### config.mk
export PLATFORM = sky130hd
export DESIGN_NAME = ppm_cmd_decoder
export DESIGN_NICKNAME = d
export VERILOG_FILES = /design/src/rtl/ppm_pkg.sv /design/src/rtl/ppm_gap_meter.sv /design/src/rtl/ppm_slot_timer.sv /design/src/rtl/ppm_word_asm.sv /design/src/rtl/ppm_cmd_decoder.sv
export SDC_FILE = /design/constraint.sdc
export NUM_CORES = 1
export LEC_CHECK = 0
export BUFFER_PORTS_ARGS = -buffer_cell sky130_fd_sc_hd__clkbuf_2
export CORE_MARGIN = 1.5
export CORE_UTILIZATION = 41
export DETAILED_ROUTE_END_ITERATION = 8
export SYNTH_ARGS = -nofsm -noshare
export SYNTH_HDL_FRONTEND = slang
export SYNTH_SLANG_ARGS = --single-unit
### constraint.sdc
create_clock -name clk -period 6.3 [get_ports clk]
set_input_delay 0.63 -clock clk [delete_from_list [all_inputs] [get_ports clk]]
set_output_delay 0.63 -clock clk [all_outputs]
set_load 0.05 [all_outputs]
### src/rtl/ppm_pkg.sv
package ppm_pkg;
    localparam int POSITIONS = 16;
    localparam int SYM_W     = 4;
    localparam int ID_W      = 8;
    localparam int TYPE_W    = 3;

    typedef enum logic { ST_IDLE = 1'b0, ST_FRAME = 1'b1 } dec_state_e;

    typedef struct packed {
        dec_state_e       st;
        logic             fast;
        logic             err;
        logic [1:0]       ngap;
        logic [SYM_W-1:0] val;
        logic             sym_valid;
        logic             sym_err;
        logic [SYM_W-1:0] sym_data;
    } dec_reg_t;

    typedef struct packed {
        logic [1:0]        idx;
        logic [SYM_W-1:0]  hi;
        logic [SYM_W-1:0]  mid;
        logic              mc;
        logic              perr;
        logic [ID_W-1:0]   id;
        logic [TYPE_W-1:0] typ;
    } word_reg_t;
endpackage

### src/rtl/ppm_gap_meter.sv
module ppm_gap_meter #(
    parameter int WCNT_W = 6
) (
    input  logic              clk,
    input  logic              rst_n,
    input  logic              gap_i,
    input  logic [WCNT_W-1:0] min_i,
    input  logic [WCNT_W-1:0] max_i,
    output logic              rise_o,
    output logic              fall_o,
    output logic              width_ok_o
);
    typedef struct packed {
        logic              gap;
        logic [WCNT_W-1:0] wcnt;
    } meter_t;

    meter_t q, d;

    assign rise_o     = gap_i & ~q.gap;
    assign fall_o     = ~gap_i & q.gap;
    assign width_ok_o = (q.wcnt >= min_i) && (q.wcnt <= max_i);

    always_comb begin
        d     = q;
        d.gap = gap_i;
        if (rise_o) begin
            d.wcnt = WCNT_W'(1);
        end else if (gap_i && (q.wcnt != {WCNT_W{1'b1}})) begin
            d.wcnt = q.wcnt + WCNT_W'(1);
        end
    end

    always_ff @(posedge clk or negedge rst_n) begin
        if (!rst_n) q <= '0;
        else        q <= d;
    end
endmodule

### src/rtl/ppm_slot_timer.sv
module ppm_slot_timer #(
    parameter int SUB_W     = 6,
    parameter int SLOT_W    = 5,
    parameter int LAST_SLOT = 17
) (
    input  logic              clk,
    input  logic              rst_n,
    input  logic              start_i,
    input  logic              run_i,
    input  logic [SUB_W-1:0]  pos_cyc_i,
    output logic [SLOT_W-1:0] slot_o
);
    typedef struct packed {
        logic [SUB_W-1:0]  sub;
        logic [SLOT_W-1:0] slot;
    } timer_t;

    timer_t q, d;

    assign slot_o = q.slot;

    always_comb begin
        d = q;
        if (start_i) begin
            d.sub  = SUB_W'(1);
            d.slot = '0;
        end else if (run_i) begin
            if (q.sub == (pos_cyc_i - SUB_W'(1))) begin
                d.sub = '0;
                if (q.slot != SLOT_W'(LAST_SLOT)) d.slot = q.slot + SLOT_W'(1);
            end else begin
                d.sub = q.sub + SUB_W'(1);
            end
        end
    end

    always_ff @(posedge clk or negedge rst_n) begin
        if (!rst_n) q <= '0;
        else        q <= d;
    end
endmodule

### src/rtl/ppm_word_asm.sv
module ppm_word_asm
    import ppm_pkg::*;
(
    input  logic              clk,
    input  logic              rst_n,
    input  logic              good_i,
    input  logic              bad_i,
    input  logic [SYM_W-1:0]  nib_i,
    output logic              mc_valid_o,
    output logic              parity_err_o,
    output logic [ID_W-1:0]   id_o,
    output logic [TYPE_W-1:0] type_o
);
    word_reg_t q, d;

    assign mc_valid_o   = q.mc;
    assign parity_err_o = q.perr;
    assign id_o         = q.id;
    assign type_o       = q.typ;

    always_comb begin
        d      = q;
        d.mc   = 1'b0;
        d.perr = 1'b0;
        if (bad_i) begin
            d.idx = 2'd0;
        end else if (good_i) begin
            unique case (q.idx)
                2'd0: begin d.hi  = nib_i; d.idx = 2'd1; end
                2'd1: begin d.mid = nib_i; d.idx = 2'd2; end
                default: begin
                    d.idx = 2'd0;
                    d.id  = {q.hi, q.mid};
                    d.typ = nib_i[SYM_W-1:1];
                    if (^{q.hi, q.mid, nib_i} == 1'b0) d.mc   = 1'b1;
                    else                               d.perr = 1'b1;
                end
            endcase
        end
    end

    always_ff @(posedge clk or negedge rst_n) begin
        if (!rst_n) q <= '0;
        else        q <= d;
    end
endmodule

### src/rtl/ppm_cmd_decoder.sv
module ppm_cmd_decoder
    import ppm_pkg::*;
#(
    parameter int NORM_POS_CYC = 35,
    parameter int FAST_POS_CYC = 10,
    parameter int NORM_GAP_MIN = 4,
    parameter int NORM_GAP_MAX = 30,
    parameter int FAST_GAP_MIN = 6,
    parameter int FAST_GAP_MAX = 8
) (
    input  logic              clk,
    input  logic              rst_n,
    input  logic              gap_i,
    input  logic              fast_mode_i,
    output logic              sym_valid_o,
    output logic              sym_err_o,
    output logic [SYM_W-1:0]  sym_data_o,
    output logic              mc_valid_o,
    output logic              parity_err_o,
    output logic [ID_W-1:0]   mc_id_o,
    output logic [TYPE_W-1:0] mc_type_o
);
    localparam int MAX_POS   = (NORM_POS_CYC > FAST_POS_CYC) ? NORM_POS_CYC : FAST_POS_CYC;
    localparam int MAX_GAP   = (NORM_GAP_MAX > FAST_GAP_MAX) ? NORM_GAP_MAX : FAST_GAP_MAX;
    localparam int SUB_W     = $clog2(MAX_POS + 1);
    localparam int WCNT_W    = $clog2(MAX_GAP + 2) + 1;
    localparam int LAST_SLOT = POSITIONS + 1;
    localparam int SLOT_W    = $clog2(LAST_SLOT + 1);

    localparam logic [SUB_W-1:0]  NPOS = SUB_W'(NORM_POS_CYC);
    localparam logic [SUB_W-1:0]  FPOS = SUB_W'(FAST_POS_CYC);
    localparam logic [WCNT_W-1:0] NMIN = WCNT_W'(NORM_GAP_MIN);
    localparam logic [WCNT_W-1:0] NMAX = WCNT_W'(NORM_GAP_MAX);
    localparam logic [WCNT_W-1:0] FMIN = WCNT_W'(FAST_GAP_MIN);
    localparam logic [WCNT_W-1:0] FMAX = WCNT_W'(FAST_GAP_MAX);

    dec_reg_t q, d;

    logic              rise, fall, width_ok;
    logic [SLOT_W-1:0] slot;
    logic [SUB_W-1:0]  pos_cyc;
    logic [WCNT_W-1:0] gmin, gmax;
    logic              start, run, finish, err_now;

    assign pos_cyc = q.fast ? FPOS : NPOS;
    assign gmin    = q.fast ? FMIN : NMIN;
    assign gmax    = q.fast ? FMAX : NMAX;
    assign start   = (q.st == ST_IDLE) && rise;
    assign run     = (q.st == ST_FRAME);
    assign finish  = run && (slot == SLOT_W'(LAST_SLOT)) && !gap_i;

    ppm_gap_meter #(.WCNT_W(WCNT_W)) u_meter (
        .clk        (clk),
        .rst_n      (rst_n),
        .gap_i      (gap_i),
        .min_i      (gmin),
        .max_i      (gmax),
        .rise_o     (rise),
        .fall_o     (fall),
        .width_ok_o (width_ok)
    );

    ppm_slot_timer #(.SUB_W(SUB_W), .SLOT_W(SLOT_W), .LAST_SLOT(LAST_SLOT)) u_timer (
        .clk       (clk),
        .rst_n     (rst_n),
        .start_i   (start),
        .run_i     (run),
        .pos_cyc_i (pos_cyc),
        .slot_o    (slot)
    );

    always_comb begin
        d           = q;
        d.sym_valid = 1'b0;
        d.sym_err   = 1'b0;
        err_now     = q.err;
        unique case (q.st)
            ST_IDLE: begin
                if (rise) begin
                    d.st   = ST_FRAME;
                    d.fast = fast_mode_i;
                    d.err  = 1'b0;
                    d.ngap = 2'd0;
                end
            end
            default: begin
                if (fall && !width_ok) err_now = 1'b1;
                if (rise) begin
                    if ((slot == '0) || (slot == SLOT_W'(LAST_SLOT))) begin
                        err_now = 1'b1;
                    end else begin
                        if (q.ngap != 2'd2) d.ngap = q.ngap + 2'd1;
                        d.val = SYM_W'(slot - SLOT_W'(1));
                    end
                end
                d.err = err_now;
                if (finish) begin
                    d.st = ST_IDLE;
                    if (!err_now && (d.ngap == 2'd1)) begin
                        d.sym_valid = 1'b1;
                        d.sym_data  = d.val;
                    end else begin
                        d.sym_err = 1'b1;
                    end
                end
            end
        endcase
    end

    always_ff @(posedge clk or negedge rst_n) begin
        if (!rst_n) q <= '0;
        else        q <= d;
    end

    ppm_word_asm u_word (
        .clk          (clk),
        .rst_n        (rst_n),
        .good_i       (d.sym_valid),
        .bad_i        (d.sym_err),
        .nib_i        (d.sym_data),
        .mc_valid_o   (mc_valid_o),
        .parity_err_o (parity_err_o),
        .id_o         (mc_id_o),
        .type_o       (mc_type_o)
    );

    assign sym_valid_o = q.sym_valid;
    assign sym_err_o   = q.sym_err;
    assign sym_data_o  = q.sym_data;
endmodule

==> results.py <==
metrics = {
    "synthesis": {
        "synth_area_per_cell_um2": 10.8,
        "synth_cells": 279,
        "yosys_warnings": 0,
        "ys_types": 40,
        "syn_area_mm2": 0.00300,
        "yosys_register_bits": 56,
        "syn_nets": 294,
        "yosysSeqAreaShare_pct": 46.7,
        "synth-edff-count": 0,
        "synth-main-ff-cell": "dfrtp_1",
        "async_reset_ff_share_pct": 100,
    },
    "timing": {
        "relSlewSlack_pct": 28.7,
        "worstMarginPinSlew_ns": 1.06,
        "grt_setup_unrepaired": "false",
        "fin_crit_ns": 3.03,
        "tns_ns": 0,
        "post-route-period-util_pct": 48.2,
        "hold_viol": 0,
        "fmax_mhz": 330,
        "report.final.slew_viol_count": 0,
        "fin_skew_ns": 0.00736,
        "finalSetupViolCount": 0,
    },
    "global_routing": {
        "antenna_found_initial": 0,
        "grt_overflow": 0,
        "grt_max_degree": 57,
        "grt_pass1_wl_um": 8590,
        "grt_pass1_vias": 1838,
        "grt.total_usage_pct": 14.1,
    },
    "layout": {
        "fillers": 712,
        "ff_latch_area_mm2": 0.00140,
        "antenna-diode-count": 0,
        "final_util_pct": 44.3,
        "multiInputGateArea_mm2": 0.00140,
        "syn2layout_area_growth_pct": 5.84,
        "drive_gt1_share_pct": 23.1,
        "nets": 300,
    },
    "route": {
        "route.detailed.drc": 0,
        "postRouteAntennaNets": 0,
        "vias": 1912,
        "routedWlPerCell_um": 13.1,
        "drt-pass1-iter-count": 4,
        "avgViaCountPerCell": 4.97,
        "drt_wl_total_um": 5060,
        "drt-initial-drc-count": 116,
    },
    "worst_setup_path": {
        "cp_cell_sequence": "inv_1 -> ha_1 -> mux2i_1 -> o31ai_1 -> mux2i_1 -> nor2_1 -> mux2_2 -> or3_1 -> and3_1",
        "cp-start-kind": "flop",
        "cpMaxStageDelayCell": "o31ai_1",
        "crit_fanout": 11,
        "critical_path_buf_inv_count": 1,
        "crit_path_frequent_cell": "mux2i_1",
        "crit_family": "compound AO/OA/AOI/OAI gates",
        "criticalPathCategory": "flop to flop",
        "crit_required_ns": 6.52,
        "crit_path_max_incr_delay_ns": 0.86,
        "cp.arrival_ns": 3.25,
        "endpoint_kind": "flop",
    },
    "run_status": {
        "status": "finished, final reports clean",
    },
    "job": {
        "max_cap_viol_count": 0,
    },
    "clock_tree": {
        "clk_path_buf_depth": 2,
        "clkTransAtPathRegs_ns": 0.11,
        "cts-root-buf": "clkbuf_8",
        "clock-sinks": 56,
        "numCtsBuffers": 5,
        "worstSkewPairLatency_ns": 0.31,
        "htree_levels": 2,
        "cts_setup_buffers": 0,
        "ctsResizeCount": 0,
        "cts_tree": "yes",
        "holdBufCountCts": 0,
    },
    "floorplanning": {
        "die_h_um": 88.6,
        "fp.dieW_um": 88.6,
        "rows": 31,
        "initial_core_util_pct": 41.8,
        "ios": 23,
        "die_area_mm2": 0.00784,
        "coreArea_mm2": 0.00718,
    },
    "placed_design": {
        "dp_hpwl_um": 3650,
        "gp_congestion": 0.783,
        "io_buffers": 22,
    },
    "power_and_ir_drop": {
        "vdd_drop_max_v": 0.000128,
        "leakagePower_nw": 1.51,
        "cellPowerDensity_mw_per_mm2": 340,
    },
    "min_path": {
        "hp-class": "input port to asynchronous set/reset pin",
    },
}
## layout make-up
cell class,count,share of cell area (%)
flip-flops and latches,56,44.1
multi-input cells,190,44.2
inverters,9,1.06
clock inverters,3,0.866
clock buffers,5,2.17
repair buffers,23,3.70
well taps,99,3.90
## worst paths after layout
check,slack [ns],depth (start not counted),endpoint,from
worst min-delay path,0.43,2,u_word.id_o[6]$_DFFE_PN0P_,rst_n
worst min register to register,0.50,1,q[10]$_DFFE_PN0P_,q[10]$_DFFE_PN0P_
max in group asynchronous,5.40,2,u_timer.slot_o[3]$_DFFE_PN0P_,rst_n
worst max-delay path,3.27,9,u_word.parity_err_o$_DFF_PN0_,u_timer.slot_o[0]$_DFFE_PN0P_
worst max register to register,3.27,9,u_word.parity_err_o$_DFF_PN0_,u_timer.slot_o[0]$_DFFE_PN0P_
min in group clk,0.50,1,q[10]$_DFFE_PN0P_,q[10]$_DFFE_PN0P_
## sequential cells by signal, summed over array words and instances (netlist names), 3 cells and up
name            count
u_word.q           10
q                   8
u_word.id_o         8
u_meter.q           7
u_timer.q           6
u_timer.slot_o      5
sym_data_o          4
u_word.type_o       3
## cells in the mapped netlist, types with 3 or more instances
| cell | count | area [um^2] |
|---|---|---|
| xor2_1 | 10 | 87.6 |
| nor2_1 | 23 | 86.3 |
| nand2_1 | 27 | 101 |
| ha_1 | 11 | 138 |
| buf_4 | 16 | 120 |
| a32o_1 | 3 | 30.0 |
| nor3_1 | 5 | 25.0 |
| and3_1 | 3 | 18.8 |
| mux2i_1 | 5 | 50.1 |
| or3_1 | 3 | 18.8 |
| nand3_1 | 6 | 30.0 |
| o21ai_0 | 19 | 95.1 |
| xnor2_1 | 16 | 140 |
| a21oi_1 | 4 | 20.0 |
| buf_2 | 4 | 20.0 |
| dfrtp_1 | 56 | 1400 |
| mux2_2 | 28 | 315 |
| inv_1 | 9 | 33.8 |
## stage by stage
step / total power, W / instance area [um^2] / cells / setup WS (ns) / hold WS [ns]
2_1_floorplan: 0.000800 / 3000 / 279 / 3.76 / 0.334
4_1_cts: 0.00110 / 3180 / 385 / 3.24 / 0.464
5_1_grt: 0.00117 / 3180 / 385 / 3.02 / 0.494
3_3_place_gp: 0.000874 / 3080 / 377 / 3.32 / 0.486
3_5_place_dp: 0.000886 / 3080 / 377 / 3.26 / 0.484
6_report: 0.00108 / 3180 / 385 / 3.27 / 0.431
## worst reg2reg max path, delay by kind of cell, from the launching register on
kind / cells / cell delay (ns)
multiplexers: 3 / 0.69
adder cells (fa/ha/maj): 1 / 0.15
flip-flops: 1 / 0.50
buffers and inverters: 1 / 0.12
AO/OA/AOI/OAI: 1 / 0.86
AND/OR/NAND/NOR: 3 / 0.61
## layer usage
metal / wire length (um) / global-route usage [%] / vias to the layer above
met1: 2460 / 18.7 / 936
met5: 0 / 0 / -
li1: - / - / 952
met2: 2460 / 23.7 / 21
met4: 21 / 3.27 / 0
met3: 113 / 3.08 / 3
## cell usage in the layout (no fill, tap or decap), types with 4 or more instances in the layout
cell,n
nor2_1,23
ha_1,11
mux2i_1,5
o21ai_0,19
clkbuf_2,22
nand2_1,27
a21oi_1,4
nand3_1,6
mux2_2,28
clkbuf_8,5
nor3_1,5
xor2_1,10
xnor2_1,16
inv_1,9
dfrtp_1,56
## cell families after synthesis
logic type                 after synthesis  share of synthesized area (%)
muxes                                   33                           12.2
adders and majority gates               11                           4.59
and+or+nand+nor                         85                           15.0
xor gates and xnor gates                26                           7.59
buffers and inverters                   33                           6.54
AOI/OAI and AO/OA                       35                           7.42
DFF                                     56                           46.7
## where the power goes
group          internal [W]  switching [W]  leakage [nW]  total [W]
clock network     0.0000819       0.000125        0.0463   0.000207
registers          0.000424      0.0000986         0.741   0.000523
logic              0.000163       0.000188         0.721   0.000352
total              0.000670       0.000412          1.51    0.00108
(Power assumes the default switching activity.)
